==> src/rtl/tat_pkg.sv <==
package tat_pkg;

  typedef enum logic [1:0] {
    A_MODE   = 2'd0,
    A_ALARM  = 2'd1,
    A_COUNT  = 2'd2,
    A_STATUS = 2'd3
  } reg_addr_e;

  localparam int FLAG_N    = 2;
  localparam int F_ALARM   = 0;
  localparam int F_INC     = 1;
  localparam int IE_SHIFT  = 16;
  localparam int RST_BIT   = 18;
  localparam int PRE_MAX_W = 16;

  // Division period for a prescaler field; zero selects 2^pre_w.
  function automatic logic [PRE_MAX_W:0] div_limit(
    input logic [PRE_MAX_W-1:0] pre,
    input int unsigned          pre_w
  );
    logic [PRE_MAX_W:0] r;
    if (pre == '0) r = {{PRE_MAX_W{1'b0}}, 1'b1} << pre_w;
    else           r = {1'b0, pre};
    return r;
  endfunction

  // True when an increment lands on an armed alarm value.
  function automatic logic alarm_match(
    input logic [63:0] next_cnt,
    input logic [63:0] alarm,
    input logic [63:0] off_val
  );
    return (next_cnt == alarm) && (alarm != off_val);
  endfunction

endpackage

==> src/rtl/tat_prescaler.sv <==
module tat_prescaler #(
  parameter int PRE_W = 16
) (
  input  logic             clk,
  input  logic             rst_n,
  input  logic             restart,
  input  logic [PRE_W-1:0] pre,
  output logic             tick
);
  localparam int PMW = tat_pkg::PRE_MAX_W;
  localparam int LW  = PMW + 1;

  logic [PRE_W-1:0] div_q;
  logic [PMW-1:0]   pre_ext;
  logic [LW-1:0]    limit;
  logic [LW-1:0]    div_next;

  always_comb begin
    pre_ext  = PMW'(pre);
    limit    = tat_pkg::div_limit(pre_ext, PRE_W);
    div_next = LW'(div_q) + LW'(1);
    tick     = !restart && (div_next >= limit);
  end

  always_ff @(posedge clk or negedge rst_n) begin
    if (!rst_n)                div_q <= '0;
    else if (restart || tick)  div_q <= '0;
    else                       div_q <= div_q + 1'b1;
  end
endmodule

==> src/rtl/tat_counter.sv <==
module tat_counter #(
  parameter int CNT_W = 32
) (
  input  logic             clk,
  input  logic             rst_n,
  input  logic             restart,
  input  logic             tick,
  input  logic [CNT_W-1:0] alarm,
  output logic [CNT_W-1:0] cnt,
  output logic             hit
);
  localparam logic [CNT_W-1:0] OFF_VAL = '1;

  logic [CNT_W-1:0] cnt_q;
  logic [CNT_W-1:0] cnt_inc;

  always_comb begin
    cnt_inc = cnt_q + 1'b1;
    hit     = tick && tat_pkg::alarm_match(64'(cnt_inc), 64'(alarm), 64'(OFF_VAL));
  end

  always_ff @(posedge clk or negedge rst_n) begin
    if (!rst_n)       cnt_q <= '0;
    else if (restart) cnt_q <= '0;
    else if (tick)    cnt_q <= cnt_inc;
  end

  assign cnt = cnt_q;
endmodule

==> src/rtl/tat_status.sv <==
module tat_status #(
  parameter int FLAG_N = 2
) (
  input  logic              clk,
  input  logic              rst_n,
  input  logic [FLAG_N-1:0] ev,
  input  logic              clr,
  input  logic [FLAG_N-1:0] ie,
  output logic [FLAG_N-1:0] stat,
  output logic              irq
);
  logic [FLAG_N-1:0] stat_q;
  logic              irq_q;

  always_ff @(posedge clk or negedge rst_n) begin
    if (!rst_n) begin
      stat_q <= '0;
    end else begin
      for (int i = 0; i < FLAG_N; i++) begin
        if (ev[i])    stat_q[i] <= 1'b1;
        else if (clr) stat_q[i] <= 1'b0;
      end
    end
  end

  always_ff @(posedge clk or negedge rst_n) begin
    if (!rst_n) irq_q <= 1'b0;
    else        irq_q <= |(stat_q & ie);
  end

  assign stat = stat_q;
  assign irq  = irq_q;
endmodule

==> src/rtl/tick_alarm_timer.sv <==
module tick_alarm_timer #(
  parameter int CNT_W   = 32,
  parameter int PRE_W   = 16,
  parameter int PRE_RST = 32768,
  parameter int DATA_W  = 32
) (
  input  logic              clk,
  input  logic              rst_n,
  input  logic              wr_en,
  input  logic              rd_en,
  input  logic [1:0]        addr,
  input  logic [DATA_W-1:0] wdata,
  output logic [DATA_W-1:0] rdata,
  output logic              irq
);
  import tat_pkg::*;

  localparam int NF = tat_pkg::FLAG_N;

  logic [PRE_W-1:0] pre_q;
  logic [NF-1:0]    ie_q;
  logic [CNT_W-1:0] alarm_q;
  logic [CNT_W-1:0] cnt_q;
  logic [NF-1:0]    stat_q;
  logic [NF-1:0]    ev_w;

  logic wr_mode_w;
  logic wr_alarm_w;
  logic rst_cmd_w;
  logic rd_clr_w;
  logic tick_w;
  logic alarm_hit_w;
  logic wdata_unused;

  assign wr_mode_w    = wr_en && (addr == A_MODE);
  assign wr_alarm_w   = wr_en && (addr == A_ALARM);
  assign rst_cmd_w    = wr_mode_w && wdata[RST_BIT];
  assign rd_clr_w     = rd_en && (addr == A_STATUS);
  assign wdata_unused = ^wdata;

  always_ff @(posedge clk or negedge rst_n) begin
    if (!rst_n) begin
      pre_q <= PRE_W'(PRE_RST);
      ie_q  <= '0;
    end else if (wr_mode_w) begin
      pre_q <= wdata[PRE_W-1:0];
      ie_q  <= wdata[IE_SHIFT +: NF];
    end
  end

  always_ff @(posedge clk or negedge rst_n) begin
    if (!rst_n)          alarm_q <= '1;
    else if (wr_alarm_w) alarm_q <= wdata[CNT_W-1:0];
  end

  tat_prescaler #(.PRE_W(PRE_W)) u_pre (
    .clk     (clk),
    .rst_n   (rst_n),
    .restart (rst_cmd_w),
    .pre     (pre_q),
    .tick    (tick_w)
  );

  tat_counter #(.CNT_W(CNT_W)) u_cnt (
    .clk     (clk),
    .rst_n   (rst_n),
    .restart (rst_cmd_w),
    .tick    (tick_w),
    .alarm   (alarm_q),
    .cnt     (cnt_q),
    .hit     (alarm_hit_w)
  );

  always_comb begin
    ev_w          = '0;
    ev_w[F_ALARM] = alarm_hit_w;
    ev_w[F_INC]   = tick_w;
  end

  tat_status #(.FLAG_N(NF)) u_stat (
    .clk   (clk),
    .rst_n (rst_n),
    .ev    (ev_w),
    .clr   (rd_clr_w),
    .ie    (ie_q),
    .stat  (stat_q),
    .irq   (irq)
  );

  always_comb begin
    rdata = '0;
    unique case (addr)
      A_MODE: begin
        rdata[PRE_W-1:0]     = pre_q;
        rdata[IE_SHIFT +: NF] = ie_q;
      end
      A_ALARM:  rdata = DATA_W'(alarm_q);
      A_COUNT:  rdata = DATA_W'(cnt_q);
      default:  rdata = DATA_W'(stat_q);
    endcase
  end
endmodule

==> config.mk <==
export PLATFORM = sky130hd
export DESIGN_NAME = tick_alarm_timer
export DESIGN_NICKNAME = d
export VERILOG_FILES = /design/src/rtl/tat_pkg.sv /design/src/rtl/tat_prescaler.sv /design/src/rtl/tat_counter.sv /design/src/rtl/tat_status.sv /design/src/rtl/tick_alarm_timer.sv
export SDC_FILE = /design/constraint.sdc
export NUM_CORES = 1
export LEC_CHECK = 0
export CORE_MARGIN = 2
export CORE_UTILIZATION = 45
export CTS_BUF_LIST = sky130_fd_sc_hd__clkbuf_16
export DETAILED_ROUTE_END_ITERATION = 7
export HOLD_SLACK_MARGIN = 0.15
export PLACE_DENSITY = 0.68
export SYNTH_ARGS = -nofsm -noshare
export SYNTH_HDL_FRONTEND = slang
export SYNTH_SLANG_ARGS = --single-unit
==> constraint.sdc <==
create_clock -name clk -period 4.2 [get_ports clk]
set_input_delay 0.42 -clock clk [delete_from_list [all_inputs] [get_ports clk]]
set_output_delay 0.42 -clock clk [all_outputs]
set_load 0.01 [all_outputs]
==> impl_metrics.toml, run 1 <==
[outcome]
status = "complete, no violations"

[synth]
ys_seq_area_share_pct = 38.94
synth-compound-area-share_pct = 12.77
netlist_area_sq_um = 6596
synth-edff-count = 0
synthesis.instances = 669
synth-main-ff-cell = "dfrtp_1"
synth_top_family_by_area = "simple AND/OR/NAND/NOR gates"
synthMuxAreaShare_pct = 9.294
synth_nets = 731
ys_ff_latch = 101
synth_cell_types = 58
synth_warnings = 0
synth_fa_ha_area_share_pct = 4.552
async_flop_share_pct = 100.0
syn_avg_cell_area_sq_um = 9.860
synth_xor_area_share_pct = 9.162
synth-simple-area-share_pct = 20.01

[clocking]
clk_pin_slew_ns = 0.07
ctsRootBufferMaster = "clkbuf_16"
post_cts_buffers = 0
cts_sinks = 101
clk_latency_ns = 0.36
post_cts_resized = 0
clk_path_buf_depth = 2
cts_tree = "built"
hold_buffers = 0
cts_buffers = 9
htreeDepth = 3

[setup_path]
cp.required_ns = 4.49
rrSetupSlack_ns = 0.38
end_kind = "register"
start_kind = "register"
path_max_fanout = 54
critPathMaxStageDelay_ns = 0.86
reg2reg_to = "u_pre.div_q[0]"
ff2ff_path_depth = 13
critPathArrivalTime_ns = 4.11
critPathBufInv = 1
r2r-start = "u_pre.div_q[0]"
cp_top_family = "simple AND/OR/NAND/NOR gates"
path_cells = "ha_1, nand3_1, nor2_1, nand4_1, xnor2_1, ha_1, a21o_1, a21o_1, a21oi_1, and3_2, buf_4, nand2_1, nor2_1"
critPathKind = "register to register"
crit_path_top_delay_cell = "and3_2"

[sta]
fmax_mhz = 261.6
grt_setup_unrepaired = "false"
final-hold-violation-count = 0
clock_skew_ns = 0.006577
fin_crit_sh_pct = 91.02
slew_violations = 0
worst_hold_slack_ns = 0.1810
setup_tns_ns = 0
finalCriticalPeriod_ns = 3.823
max_slew_margin_pct = 37.61
finalSetupViolations = 0
worst_pin_slew_ns = 0.9359

[power_and_ir_drop]
peakVddDrop_mv = 0.2152
cellPowerDensity_nw_per_um2 = 388.9
leakagePower_nw = 3.106

[die]
row_count = 44
pin_count = 71
die-area_sq_um = 15640
coreArea_sq_um = 14420
die_h_um = 125.1
fp.dieW_um = 125.1
start_util_pct = 45.73

[worst_hold_path]
holdCritPathClass = "primary input to async pin"

[grt]
grt_pass1_vias = 5635
grt_overflow_total = 0
antenna_found_initial = 0
grt_max_degree = 71
grt_use_total_pct = 24.32
grt_pass1_wl_um = 30280

[place]
dp_hpwl_um = 13950
gp_congestion = 0.9852
dp.cells = 878
port_buffers = 70

[layout]
mostFrequentLayoutCells = "clkdlybuf4s50_1 (69), dfrtp_1 (68), mux2_2 (50), xnor2_1 (48), nor2_1 (37)"
antenna_cells = 0
drive_gt1_share_pct = 16.76
instances_no_fill = 894
syn2layout_area_growth_pct = 15.33
final.fill_count = 1312
final_common_cell = "clkdlybuf4s50_1"
nets = 767
fin_util_pct = 52.74

[flow_run]
cap_violations = 0

[detailed_routing]
vias_per_cell = 6.195
ant_nets = 0
drt_iter0_drc = 633
firstDrtPassIters = 8
wl_per_cell_um = 21.18
drc = 0
totalWireLength_um = 18940
vias = 5538
## metrics by stage
step / setup WS [ns] / total power [mW] / cell area [sq um]
2_1_floorplan: 1.064 / 1.830 / 6596
3_3_place_gp: 0.5821 / 2.107 / 7325
3_5_place_dp: 0.4005 / 2.148 / 7325
4_1_cts: 0.3728 / 2.967 / 7607
5_1_grt: 0.1319 / 3.099 / 7607
6_report: 0.3773 / 2.958 / 7607
## sequential cells by signal (all words and copies together), names as in the netlist
register,count
u_pre.div_q,16
pre_q,16
u_stat.irq,1
u_cnt.cnt,32
u_stat.stat,2
alarm_q,32
ie_q,2
## layout make-up
type / instances / area [sq um] / area share (%)
clock buffer: 9 / 225.2 / 2.961
clock inverter: 7 / 57.56 / 0.7566
inverter: 25 / 93.84 / 1.234
multi-input combinational: 491 / 3681 / 48.39
sequential: 101 / 2569 / 33.77
tap: 184 / 230.2 / 3.026
timing repair buffer: 77 / 750.7 / 9.868
## report_power, final
group / switching, mW / leakage, nW / total, mW / internal [mW]
sequential: 0.230 / 1.25 / 1.39 / 1.16
clock: 0.410 / 0.142 / 0.821 / 0.411
combinational: 0.348 / 1.72 / 0.750 / 0.403
total: 0.988 / 3.11 / 2.96 / 1.97
## per-layer routing
metal  global-route usage (%)  routed length, um  up-vias
met2                    39.35               8867      209
met1                    33.20               8363     2745
met4                    10.33                676        0
met3                    2.824               1026       50
li1                         -                  -     2534
met5                        0                  0        -
## worst max-delay path by stage
stage,depth (start not counted),to,start
after floorplan,15,u_cnt.cnt[26],u_pre.div_q[4]
after global placement,13,u_pre.div_q[0],u_pre.div_q[0]
after detailed placement,12,u_pre.div_q[7],u_pre.div_q[0]
after CTS,13,u_pre.div_q[0],u_pre.div_q[0]
after global routing,13,u_pre.div_q[0],u_pre.div_q[0]
final,13,u_pre.div_q[0],u_pre.div_q[0]
## Yosys cell counts (17+ instances only)
cell type	number	share of area, %
nand3_1	17	1.3
and3_1	28	2.7
dfstp_2	33	13
nor2b_1	17	1.6
a21oi_1	31	2.4
inv_1	25	1.4
a222oi_1	18	2.7
o21ai_0	18	1.4
mux2_2	50	8.5
xnor2_1	48	6.4
dfrtp_1	68	26
clkbuf_1	26	1.5
nor2_1	37	2.1
xor2_1	21	2.8
ha_1	24	4.6
nand4_1	30	2.8
nand2_1	31	1.8
## logic make-up after synthesis
family / Yosys count
compound gates: 119
xor+xnor: 69
fa+ha+maj: 24
buf+inv: 77
flops: 101
mux: 55
simple gates: 224
Note: power is estimated with default switching activity, not from simulation.
==> run 2: changes to the inputs <==
DONT_BUFFER_PORTS = 1   (was default)
PLACE_DENSITY = 0.62   (was 0.68)
==> impl_metrics.toml, run 2 (synthesis gave the netlist of run 1 again) <==
[layout]
mostFrequentLayoutCells = "dfrtp_1 (68), mux2_2 (50), xnor2_1 (48), nor2_1 (37), dfstp_2 (33)"
drive_gt1_share_pct = 18.38
syn2layout_area_growth_pct = 5.520
nets = 699
antenna_cells = 0
final_common_cell = "dfrtp_1"

[setup_path]
end_kind = "register"
start_kind = "register"
critPathArrivalTime_ns = 3.87
crit_path_top_delay_cell = "and3_2"
path_cells = "ha_1, nand3_1, nor2_1, nand4_1, xnor2_1, ha_1, a21o_1, a21o_1, a21oi_1, and3_2, buf_4, mux2i_1, nor2_1"
critPathMaxStageDelay_ns = 0.52
cp.required_ns = 4.45
r2r-start = "u_pre.div_q[0]"
critPathKind = "register to register"
startpoint = "u_pre.div_q[0]"
cp_top_family = "simple AND/OR/NAND/NOR gates"
critPathBufInv = 1
path_max_fanout = 21

[clocking]
hold_buffers = 2
post_cts_resized = 0
clk_path_buf_depth = 2
cts_sinks = 101
cts_tree = "built"
clk_latency_ns = 0.35
post_cts_buffers = 0
ctsRootBufferMaster = "clkbuf_16"
htreeDepth = 3
cts_buffers = 9
clk_pin_slew_ns = 0.08

[grt]
grt_overflow_total = 0
grt_pass1_wl_um = 28460
grt_max_degree = 102
grt_use_total_pct = 22.89
grt_pass1_vias = 5135
antenna_found_initial = 0

[detailed_routing]
wl_per_cell_um = 21.81
drt_iter0_drc = 568
vias = 5250
ant_nets = 0
drc = 0
vias_per_cell = 6.356
firstDrtPassIters = 7
totalWireLength_um = 18010

[die]
die-area_sq_um = 15640
die_h_um = 125.1
pin_count = 71
row_count = 44
coreArea_sq_um = 14420
fp.dieW_um = 125.1
start_util_pct = 45.73

[worst_hold_path]
hold_start = "wdata[2]"
holdCritPathClass = "primary input to register"

[power_and_ir_drop]
cellPowerDensity_nw_per_um2 = 409.1
peakVddDrop_mv = 0.2668
fin_total_pwr_mw = 2.847
leakagePower_nw = 2.862

[sta]
final-hold-violation-count = 0
fin_crit_sh_pct = 86.38
worst_pin_slew_ns = 1.231
grt_setup_unrepaired = "false"
slew_violations = 0
finalSetupViolations = 0
fmax_mhz = 275.7
finalCriticalPeriod_ns = 3.628
clock_skew_ns = 0.009562
max_slew_margin_pct = 17.93
setup_tns_ns = 0

[place]
gp_congestion = 0.9663
port_buffers = 0
dp_hpwl_um = 13520

[flow_run]
cap_violations = 0

[outcome]
status = "complete, no violations"
## run 2: changes by cell type in the layout (fill, tap and decap cells not counted), sizes merged
| cell | change |
|---|---|
| clkinv | -3 |
| clkdlybuf4s50 | -69 |
| dlygate4sd3 | +1 |
| clkinvlp | +2 |
| inv | +1 |
## run 2: area by class of cell
type | instances | area, sq um
Fill cell | 1345 | 7463
Multi-Input combinational cell | 491 | 3681
Sequential cell | 101 | 2569
Tap cell | 184 | 230.2
Clock buffer | 9 | 225.2
Timing Repair Buffer | 9 | 102.6
Inverter | 25 | 93.84
Clock inverter | 7 | 58.81
## run 2: worst paths after layout
path | endpoint | slack [ns] | cells past startpoint
setup / recovery | u_cnt.cnt[1] | 0.57 | 13
hold / removal | pre_q[2] | 0.21 | 1
setup reg to reg | u_cnt.cnt[1] | 0.57 | 13
hold reg to reg | u_pre.div_q[0] | 0.50 | 1
max in group asynchronous | alarm_q[16] | 3.11 | 2
min in group asynchronous | u_pre.div_q[3] | 0.61 | 2
## run 2: worst register-to-register path, stage by stage (launching register included)
cell and delay, ns:
dfrtp_1 0.41, ha_1 0.20, nand3_1 0.17, nor2_1 0.31
nand4_1 0.18, xnor2_1 0.22, ha_1 0.28, a21o_1 0.18
a21o_1 0.17, a21oi_1 0.37, and3_2 0.52, buf_4 0.26
mux2i_1 0.21, nor2_1 0.06
## run 2: per-stage QoR
stage	worst slack (ns)	hold slack [ns]	instances	cell area, sq um	utilization, %
after floorplan	1.064	0.1244	669	6596	-
after global placement	0.8208	0.1304	808	6639	46.03
after detailed placement	0.6020	0.1304	808	6639	46.03
after CTS	0.5688	0.2037	826	6960	48.26
after global routing	0.3005	0.1997	826	6960	48.26
final	0.5722	0.2084	826	6960	48.26
## run 2: power by group
part | internal [mW] | switching [mW]
Clock | 0.412 | 0.403
Sequential | 1.16 | 0.231
Combinational | 0.322 | 0.323
Total | 1.89 | 0.957
## run 2: metal layers
| metal | share of wire, % | vias to the layer above | GRT usage (%) |
|---|---|---|---|
| met1 | 42 | 2593 | 30.92 |
| li1 | - | 2404 | - |
| met5 | 0 | - | 0 |
| met3 | 6.9 | 38 | 3.423 |
| met2 | 47 | 215 | 36.06 |
| met4 | 4.0 | 0 | 11.37 |
